--- config.mk ---
export PLATFORM = sky130hd
export DESIGN_NAME = led_scroll_scan
export DESIGN_NICKNAME = d
export VERILOG_FILES = /design/src/rtl/led_scan_pkg.sv /design/src/rtl/scan_timer.sv /design/src/rtl/row_shifter.sv /design/src/rtl/led_scroll_scan.sv
export SDC_FILE = /design/constraint.sdc
export NUM_CORES = 1
export LEC_CHECK = 0
export ABC_AREA = 1
export BUFFER_PORTS_ARGS = -buffer_cell sky130_fd_sc_hd__clkbuf_2
export CAP_MARGIN = 10
export CORE_MARGIN = 8
export CORE_UTILIZATION = 28
export CTS_BUF_LIST = sky130_fd_sc_hd__clkbuf_8
export CTS_CLUSTER_SIZE = 30
export DETAILED_ROUTE_END_ITERATION = 10
export GPL_TIMING_DRIVEN = 0
export HOLD_SLACK_MARGIN = 0.03
export SYNTH_ARGS = -nofsm -noshare
export SYNTH_HDL_FRONTEND = slang
export SYNTH_SLANG_ARGS = --single-unit
--- constraint.sdc ---
create_clock -name clk -period 4.1 [get_ports clk]
set_clock_uncertainty 0.05 [all_clocks]
set_input_delay 0.205 -clock clk [delete_from_list [all_inputs] [get_ports clk]]
set_output_delay 0.205 -clock clk [all_outputs]
set_load 0.02 [all_outputs]
--- src/rtl/led_scan_pkg.sv ---
package led_scan_pkg;

    // Sequencer states for one row load
    typedef enum logic [2:0] {
        SH_IDLE = 3'd0,   // after reset, before the first slot
        SH_ADDR = 3'd1,   // address presented to RAM
        SH_WAIT = 3'd2,   // RAM data arriving
        SH_LOW  = 3'd3,   // data driven, shift clock low
        SH_HIGH = 3'd4,   // shift clock high
        SH_SHOW = 3'd5    // row lit until next slot
    } shift_state_e;

    // Width of a counter that must hold values 0..n-1, at least one bit
    function automatic int unsigned cnt_width(input int unsigned n);
        return (n > 1) ? $clog2(n) : 1;
    endfunction

    // Add a step to an index of a circular buffer, wrapping once
    function automatic int unsigned ring_add(input int unsigned idx,
                                             input int unsigned step,
                                             input int unsigned size);
        int unsigned s;
        s = idx + step;
        return (s >= size) ? s - size : s;
    endfunction

endpackage

--- src/rtl/scan_timer.sv ---
module scan_timer
    import led_scan_pkg::*;
#(
    parameter int unsigned TICK_CYCLES      = 200000,
    parameter int unsigned NUM_ROWS         = 8,
    parameter int unsigned BUF_BYTES        = 384,
    parameter int unsigned SCROLL_STEP      = 2,
    parameter int unsigned TICKS_PER_SCROLL = 100,
    localparam int unsigned TW = cnt_width(TICK_CYCLES),
    localparam int unsigned RW = cnt_width(NUM_ROWS),
    localparam int unsigned AW = cnt_width(BUF_BYTES),
    localparam int unsigned SW = cnt_width(TICKS_PER_SCROLL)
) (
    input  logic          clk,
    input  logic          rst,
    output logic          tick_o,
    output logic [RW-1:0] row_o,
    output logic [AW-1:0] base_o
);

    logic [TW-1:0] tick_cnt;
    logic [RW-1:0] row_q;
    logic [AW-1:0] base_q;
    logic [SW-1:0] scroll_cnt;
    logic [AW-1:0] base_next;

    assign tick_o = (tick_cnt == TW'(TICK_CYCLES - 1));
    assign row_o  = row_q;
    assign base_o = base_q;

    always_comb begin
        base_next = AW'(ring_add(int'(base_q), SCROLL_STEP, BUF_BYTES));
    end

    always_ff @(posedge clk) begin
        if (rst) begin
            tick_cnt   <= '0;
            row_q      <= '0;
            base_q     <= '0;
            scroll_cnt <= '0;
        end else begin
            if (tick_o) begin
                tick_cnt <= '0;
                row_q    <= (row_q == RW'(NUM_ROWS - 1)) ? '0 : row_q + 1'b1;
                if (scroll_cnt == SW'(TICKS_PER_SCROLL - 1)) begin
                    scroll_cnt <= '0;
                    base_q     <= base_next;
                end else begin
                    scroll_cnt <= scroll_cnt + 1'b1;
                end
            end else begin
                tick_cnt <= tick_cnt + 1'b1;
            end
        end
    end

    // Base and row move only when a slot opens
    assert_base_only_at_tick_R6: assert property (@(posedge clk) disable iff (rst)
        !tick_o |=> $stable(base_q));
    assert_row_only_at_tick_R2: assert property (@(posedge clk) disable iff (rst)
        !tick_o |=> $stable(row_q));
    assert_base_in_range_R7: assert property (@(posedge clk) disable iff (rst)
        base_q < AW'(BUF_BYTES));

endmodule

--- src/rtl/row_shifter.sv ---
module row_shifter
    import led_scan_pkg::*;
#(
    parameter int unsigned NUM_ROWS   = 8,
    parameter int unsigned BUF_BYTES  = 384,
    parameter int unsigned ROW_BITS   = 128,
    parameter int unsigned SHIFT_HALF = 4,
    localparam int unsigned RW = cnt_width(NUM_ROWS),
    localparam int unsigned AW = cnt_width(BUF_BYTES),
    localparam int unsigned BW = cnt_width(ROW_BITS),
    localparam int unsigned PW = cnt_width(SHIFT_HALF)
) (
    input  logic                clk,
    input  logic                rst,
    input  logic                tick_i,
    input  logic [RW-1:0]       row_i,
    input  logic [AW-1:0]       base_i,
    output logic [AW-1:0]       rd_addr_o,
    input  logic [NUM_ROWS-1:0] rd_data_i,
    output logic                ser_data_o,
    output logic                ser_clk_o,
    output logic [RW-1:0]       row_sel_o,
    output logic                lit_o
);

    shift_state_e  state;
    logic [BW-1:0] bit_idx;
    logic [PW-1:0] phase;
    logic          phase_done;
    logic          last_bit;
    logic [AW-1:0] addr_next;

    assign phase_done = (phase == PW'(SHIFT_HALF - 1));
    assign last_bit   = (bit_idx == BW'(ROW_BITS - 1));

    always_comb begin
        addr_next = AW'(ring_add(int'(rd_addr_o), 1, BUF_BYTES));
    end

    always_ff @(posedge clk) begin
        if (rst) begin
            state      <= SH_IDLE;
            bit_idx    <= '0;
            phase      <= '0;
            rd_addr_o  <= '0;
            ser_data_o <= 1'b0;
            ser_clk_o  <= 1'b0;
            row_sel_o  <= '0;
            lit_o      <= 1'b0;
        end else if (tick_i) begin
            // open a new slot: latch row and window base, darken the row
            state     <= SH_ADDR;
            row_sel_o <= row_i;
            rd_addr_o <= base_i;
            bit_idx   <= '0;
            phase     <= '0;
            ser_clk_o <= 1'b0;
            lit_o     <= 1'b0;
        end else begin
            unique case (state)
                SH_ADDR: state <= SH_WAIT;
                SH_WAIT: begin
                    ser_data_o <= rd_data_i[row_sel_o];
                    phase      <= '0;
                    state      <= SH_LOW;
                end
                SH_LOW: begin
                    if (phase_done) begin
                        ser_clk_o <= 1'b1;
                        phase     <= '0;
                        state     <= SH_HIGH;
                    end else begin
                        phase <= phase + 1'b1;
                    end
                end
                SH_HIGH: begin
                    if (phase_done) begin
                        ser_clk_o <= 1'b0;
                        phase     <= '0;
                        if (last_bit) begin
                            state <= SH_SHOW;
                            lit_o <= 1'b1;
                        end else begin
                            bit_idx   <= bit_idx + 1'b1;
                            rd_addr_o <= addr_next;
                            state     <= SH_ADDR;
                        end
                    end else begin
                        phase <= phase + 1'b1;
                    end
                end
                default: ;
            endcase
        end
    end

    // A new slot must never cut a load short
    assert_load_done_before_tick_R8: assert property (@(posedge clk) disable iff (rst)
        tick_i |-> (state == SH_IDLE || state == SH_SHOW));
    // No shift clock activity while a row is lit
    assert_no_clock_while_lit_R5: assert property (@(posedge clk) disable iff (rst)
        lit_o |-> !ser_clk_o);
    // Data is settled at every rising shift edge
    assert_data_stable_at_rise_R3: assert property (@(posedge clk) disable iff (rst)
        $rose(ser_clk_o) |-> $stable(ser_data_o));
    // Row select holds between slot openings
    assert_row_sel_hold_R2: assert property (@(posedge clk) disable iff (rst)
        !tick_i |=> $stable(row_sel_o));
    // Read address stays inside the buffer
    assert_addr_in_range_R7: assert property (@(posedge clk) disable iff (rst)
        rd_addr_o < AW'(BUF_BYTES));

endmodule

--- src/rtl/led_scroll_scan.sv ---
module led_scroll_scan
    import led_scan_pkg::*;
#(
    parameter int unsigned NUM_COLS         = 64,
    parameter int unsigned NUM_ROWS         = 8,
    parameter int unsigned COLOR_BITS       = 2,
    parameter int unsigned BUF_BYTES        = 384,
    parameter int unsigned SCROLL_STEP      = 2,
    parameter int unsigned TICKS_PER_SCROLL = 100,
    parameter int unsigned TICK_CYCLES      = 200000,
    parameter int unsigned SHIFT_HALF       = 4,
    localparam int unsigned ROW_BITS = NUM_COLS * COLOR_BITS,
    localparam int unsigned AW       = cnt_width(BUF_BYTES),
    localparam int unsigned RW       = cnt_width(NUM_ROWS)
) (
    input  logic                clk,
    input  logic                rst,
    output logic [AW-1:0]       buf_addr,
    input  logic [NUM_ROWS-1:0] buf_rdata,
    output logic                ser_data,
    output logic                ser_clk,
    output logic [RW-1:0]       row_sel,
    output logic                row_en,
    output logic                col_en
);

    logic          tick;
    logic [RW-1:0] slot_row;
    logic [AW-1:0] slot_base;
    logic          lit;

    scan_timer #(
        .TICK_CYCLES     (TICK_CYCLES),
        .NUM_ROWS        (NUM_ROWS),
        .BUF_BYTES       (BUF_BYTES),
        .SCROLL_STEP     (SCROLL_STEP),
        .TICKS_PER_SCROLL(TICKS_PER_SCROLL)
    ) u_timer (
        .clk   (clk),
        .rst   (rst),
        .tick_o(tick),
        .row_o (slot_row),
        .base_o(slot_base)
    );

    row_shifter #(
        .NUM_ROWS  (NUM_ROWS),
        .BUF_BYTES (BUF_BYTES),
        .ROW_BITS  (ROW_BITS),
        .SHIFT_HALF(SHIFT_HALF)
    ) u_shifter (
        .clk       (clk),
        .rst       (rst),
        .tick_i    (tick),
        .row_i     (slot_row),
        .base_i    (slot_base),
        .rd_addr_o (buf_addr),
        .rd_data_i (buf_rdata),
        .ser_data_o(ser_data),
        .ser_clk_o (ser_clk),
        .row_sel_o (row_sel),
        .lit_o     (lit)
    );

    assign row_en = lit;
    assign col_en = lit;

    assert_enables_paired_R5: assert property (@(posedge clk) disable iff (rst)
        row_en == col_en);
    assert_dark_on_slot_open_R5: assert property (@(posedge clk) disable iff (rst)
        tick |=> !row_en);

endmodule

# After elaboration in Yosys (flattened, before gate mapping)
# Index checks and enable logic that the tools add are counted.
[word_totals]
reg_bits = 64
inputBits = 10
out_inout_bits = 16
[op_classes]
addsub = 9
magnitude_cmp = 3
eq_ne = 14
mux = 20
bitwise = 2
reduce_logical = 16
[ops]
columns = ["operator", "n"]
rows = [
  ["9-bit two-way mux", 6],
  ["10-bit by 9-bit greater-or-equal comparator with 1-bit output (second input constant)", 2],
  ["18-bit by 1-bit adder with 18-bit output (second input constant)", 1],
  ["18-bit == test (second input constant)", 1],
  ["3-bit AND reduction", 6],
  ["9-bit subtractor (second input constant)", 2],
  ["7-bit by 1-bit adder with 7-bit output (second input constant)", 2],
  ["7-bit == test (second input constant)", 2],
  ["3-bit two-way mux", 4],
  ["3-bit case mux with 4 select lines", 1],
  ["9-bit by 1-bit adder with 10-bit output (second input constant)", 1],
  ["9-bit by 2-bit adder with 10-bit output (second input constant)", 1],
  ["2-bit nonzero test", 4],
  ["7-bit two-way mux", 1],
  ["3-bit by 2-bit == test with 1-bit output (second input constant)", 2],
  ["3-bit == test (second input constant)", 2],
  ["3-bit by 2-bit inequality test with 1-bit output (second input constant)", 2],
  ["5-bit nonzero test", 1],
  ["3-bit by 4-bit < comparator with 1-bit output (second input constant)", 1],
  ["1-bit two-way mux", 4],
  ["2-bit by 1-bit inequality test with 1-bit output (second input constant)", 2],
  ["2-bit case mux with 2 select lines", 1],
  ["2-bit AND reduction", 2],
  ["4-bit nonzero test", 1],
  ["other kinds (10)", 12],
]

# Longest topological paths before layout
[depth]
word_depth = 7
ltp_mapped = 17
ltp_nobuf = 16

# Hierarchy
# From an unflattened synthesis, not the netlist that was laid out.
[hier_totals]
cells_unflattened = 534
hier_area_um2 = 3721.1
[by_module_without_submodules]
columns = ["mod", "n_inst", "cells_per_inst", "area_each_um2", "seq_area_each_um2"]
rows = [
  ["scan_timer", 1, 294, 2119.5, 720.7],
  ["row_shifter", 1, 239, 1594.0, 540.5],
  ["led_scroll_scan", 1, 1, 7.5, 0.0],
]

# Least setup slack after synthesis
# OpenSTA, ideal clock, no wires.
[synth_path]
path_kind = "register to register"
startpoint = "register u_timer.base_q[1] (netlist: u_timer.base_o[1])"
endpoint = "register u_timer.base_q[7] (netlist: u_timer.base_o[7])"
setup_time_ns = 0.112
arrival_ns = 1.732
required_time_ns = 3.938
path_slack_ns = 2.206
stages_incl_launch_ff = 16
path_buffers = 0
period_less_slack_ns = 1.894
path_cell_list = "dfxtp_1 > ha_1 > nand3_1 > nor2_1 > nor2_1 > nor2_1 > ha_1 > nand2_1 > nor2_1 > nand2_1 > nor2_1 > nand2_1 > nand3_1 > nand2_1 > nand2_1 > nand2_1"
[synth_between]
elab_chain_len = 3
[synth_rtl]
columns = ["element", "line_no", "rtl"]
rows = [
  ["start, declared", "scan_timer.sv:23", "logic [AW-1:0] base_q;"],
  ["start signal, assigned", "scan_timer.sv:47", "base_q <= base_next;"],
  ["9-bit by 2-bit adder with 10-bit output (*)", "led_scan_pkg.sv:23", "s = idx + step;"],
  ["9-bit subtractor / 10-bit by 9-bit greater-or-equal comparator with 1-bit output (equally long branches)", "led_scan_pkg.sv:24", "return (s >= size) ? s - size : s;"],
  ["9-bit two-way mux (*)", "led_scan_pkg.sv:24", ""],
]
# Mark *: on every way between the ends. The rest lies on a longest branch, timed or not.
# A chain may end at the register's enable or synchronous reset.

# Final worst setup path
[layout_path]
startpoint = "register u_timer.base_q[2] (netlist: u_timer.base_o[2])"
endpoint = "register u_timer.base_q[7] (netlist: u_timer.base_o[7])"
# The elaborated chain is that of the path after synthesis.

==> impl_metrics.tcl <==
set metrics [dict create \
    p_comb_share_pct 2.7 \
    wl_per_cell_um 11.23 \
    crit_buf_inv 0 \
    worst_pin_slew_ns 0.3550 \
    insertion_delay_ns 0.34 \
    cpPeakStageDelay_ns 0.51 \
    synth_seq_cells 63 \
    root_buffer "clkbuf_8" \
    multi_input_area_um2 1810 \
    min_path_type "primary input to register" \
    fin_nets 551 \
    cp.required_ns 4.28 \
    clockPowerShare_pct 41.1 \
    path_clk_slew_ns 0.06 \
    drc 0 \
    status "finished, final reports clean" \
    irDropWorstVdd_mv 0.1129 \
    synth_nets 516 \
    coreArea_um2 11960 \
    grt_max_degree 11 \
    netlist_instances 495 \
    dpl.hpwl_um 5836 \
    die_h_um 126.3 \
    diodes 0 \
    path_delay_family "simple AND/OR/NAND/NOR gates" \
    pin_count 26 \
    clock.fmax_mhz 440.6 \
    placed_cell_area_um2 3712 \
    critPathCaptureType "register" \
    r2r_start "u_timer.base_o[2]$_SDFFE_PP0P_" \
    layout_min_cycle_time_ns 2.270 \
    gp_routability_congestion 0.8593 \
    syn_area_um2 3408 \
    mostFrequentLayoutCells "110 x nand2_1, 63 x inv_1, 63 x nor2_1, 63 x dfxtp_1, 31 x a21oi_1" \
    drt_first_pass_iters 4 \
    critPathMaxFanout 7 \
    setup-violations-final 0 \
    cts_inserted_buffers 9 \
    clockBufferDepth 2 \
    yosysUniqueCellTypes 37 \
    synth-xor-area-share_pct 2.827 \
    p_int_uw 846.3 \
    die_area_um2 15960 \
    sw_frac_of_total_pct 22.73 \
    cts_hold_buf 0 \
    synth_edf_count 0 \
    rr_worst_depth 15 \
    synth_compound_area_share_pct 11.38 \
    avgSynthCellArea_um2 6.885 \
    critical_path.startpoint_type "register" \
    wirelength_um 7628 \
    placementRows 40 \
    grt_use_total_pct 9.923 \
    timing.rr.end "u_timer.base_o[7]$_SDFFE_PP0P_" \
    ys.flop_type "dfxtp_1" \
    crit_path_start "u_timer.base_o[2]$_SDFFE_PP0P_" \
    synth_top_family_by_area "simple AND/OR/NAND/NOR gates" \
    drv_cap 0 \
    clock_sinks 63 \
    vias_per_cell 4.648 \
    ys_async_sr_fraction_pct 0 \
    vias 3156 \
    post-cts-setup-buffers 0 \
    nFillCells 1263 \
    worstSetupPathType "register to register" \
    cp_num_cells 15 \
    slew_violations 0 \
    first_iter_violations 169 \
    yosysSeqAreaShare_pct 37.00 \
    final-seq-area_um2 1261 \
    yosys.area_share.simple_pct 34.88 \
    ant_nets 0 \
    fin_crit_sh_pct 55.36 \
    whs_ns 0.1609 \
    crit_chain "ha_1 -> nand3_1 -> nor2_1 -> nor2_1 -> nor2_1 -> ha_1 -> nand2_1 -> nor2_1 -> nand2_1 -> nor2_1 -> nand2_1 -> nand3_1 -> nand2_1 -> nand2_1 -> nand2_1" \
    tns_ns 0 \
    initial_core_util_pct 28.49 \
    synth.mux.area_fraction_pct 0 \
    cp-endpoint "u_timer.base_o[7]$_SDFFE_PP0P_" \
    slew_headroom_pct 76.15 \
    grt_pass1_vias 2996 \
    drive_gt1_share_pct 14.85 \
    cts_max_level 3 \
    p_leak_uw 0.001618 \
    io_buffers 24 \
    slowest_stage "dfxtp_1" \
    cp.arrival_ns 2.45 \
    cts_resized 0 \
    ys_warn_count 0 \
    crit_path_frequent_cell "nand2_1" \
    final_area_um2 3864 \
    power.net_switching_uw 249.0 \
    power_density_nw_per_um2 283.5 \
    grt-ovfl-total 0 \
    area_growth_syn_to_layout_pct 13.36 \
    mostFrequentLayoutCell "nand2_1" \
    tritoncts "yes" \
    r2r_setup_slack_ns 1.83 \
    die_w_um 126.3 \
    antenna_found_initial 0 \
    grt_pass1_wl_um 13260 \
    pwr-share-seq_pct 56.2 \
    hold_viol_final 0 \
    grt_setup_unrepaired "no" \
    yosys.area_share.adder_pct 4.038 \
]
[synth_stat cells (8+ instances only)]
cell	n	area [um2]
nand2_1	110	412.9
dfxtp_1	63	1261
nor2_1	63	236.5
inv_1	62	232.7
a21oi_1	31	155.2
nand3_1	27	135.1
o21ai_0	23	115.1
nand4_1	14	87.58
nor3_1	14	70.07
ha_1	11	137.6
o21ai_1	9	45.04
nand2_2	8	50.05
xor2_1	8	70.07
[power by group through the flow]
stage / sequential (uW) / combinational, uW / clock (uW)
5_1_grt: 615 / 33.7 / 492
4_1_cts: 616 / 30.3 / 463
3_3_place_gp: 630 / 29.7 / 0
6_report: 616 / 29.8 / 450
3_5_place_dp: 630 / 30.2 / 0
2_1_floorplan: 629 / 19.5 / 0
[sequential cells by signal, summed over array words and instances (netlist names)]
| signal | count |
|---|---|
| u_shifter.row_sel_o | 3 |
| u_shifter.phase | 2 |
| u_shifter.rd_addr_o | 9 |
| u_shifter.state | 3 |
| u_timer.scroll_cnt | 7 |
| u_timer.tick_cnt | 18 |
| u_shifter.ser_clk_o | 1 |
| u_shifter.lit_o | 1 |
| u_shifter.ser_data_o | 1 |
| u_timer.row_o | 3 |
| u_shifter.bit_idx | 7 |
| u_timer.base_o | 8 |
[routing by layer]
layer / wire length [um] / up-vias / global-route usage (%) / share of wire (%)
met5: 0 / - / 0 / 0
met4: 173 / 0 / 4.388 / 2.3
met3: 389 / 15 / 2.597 / 5.1
met2: 3479 / 63 / 16.88 / 46
met1: 3585 / 1424 / 11.51 / 47
li1: - / 1654 / - / -
[per-stage QoR]
stage	setup WS, ns	power [uW]	cells	utilization, %
detailed placement	1.843	659.9	666	31.04
global route	1.558	1141	679	32.30
finish	1.830	1095	679	32.30
global placement	1.913	659.3	666	31.04
CTS	1.827	1109	679	32.30
floorplan	2.206	648.9	495	-
[how the worst min path moves through the flow]
stage	start	end	cells past startpoint
2_1_floorplan	u_timer.tick_cnt[0]$_SDFF_PP0_	u_timer.tick_cnt[0]$_SDFF_PP0_	1
3_3_place_gp	u_timer.tick_cnt[0]$_SDFF_PP0_	u_timer.tick_cnt[0]$_SDFF_PP0_	1
3_5_place_dp	u_timer.tick_cnt[0]$_SDFF_PP0_	u_timer.tick_cnt[0]$_SDFF_PP0_	1
4_1_cts	rst	u_shifter.rd_addr_o[8]$_SDFFE_PP0P_	2
5_1_grt	rst	u_shifter.rd_addr_o[8]$_SDFFE_PP0P_	2
6_report	rst	u_shifter.rd_addr_o[8]$_SDFFE_PP0P_	2
[area by class of cell]
class / instances / share of cell area (%)
timing repair buffer: 24 / 3.109
multi-input combinational: 353 / 46.86
buffer: 9 / 1.846
sequential: 63 / 32.64
clock buffer: 10 / 3.562
clock inverter: 3 / 0.3562
inverter: 70 / 6.865
tap: 147 / 4.760
[kinds of logic (layout without fill, tap and decap cells)]
kind of cell / Yosys count / after routing
and+or+nand+nor: 258 / 258
buffers and inverters: 79 / 116
AOI/OAI and AO/OA: 73 / 73
DFF: 63 / 63
adders and majority gates: 11 / 11
xor gates and xnor gates: 11 / 11
No activity file was read; power rests on OpenSTA's default activity.
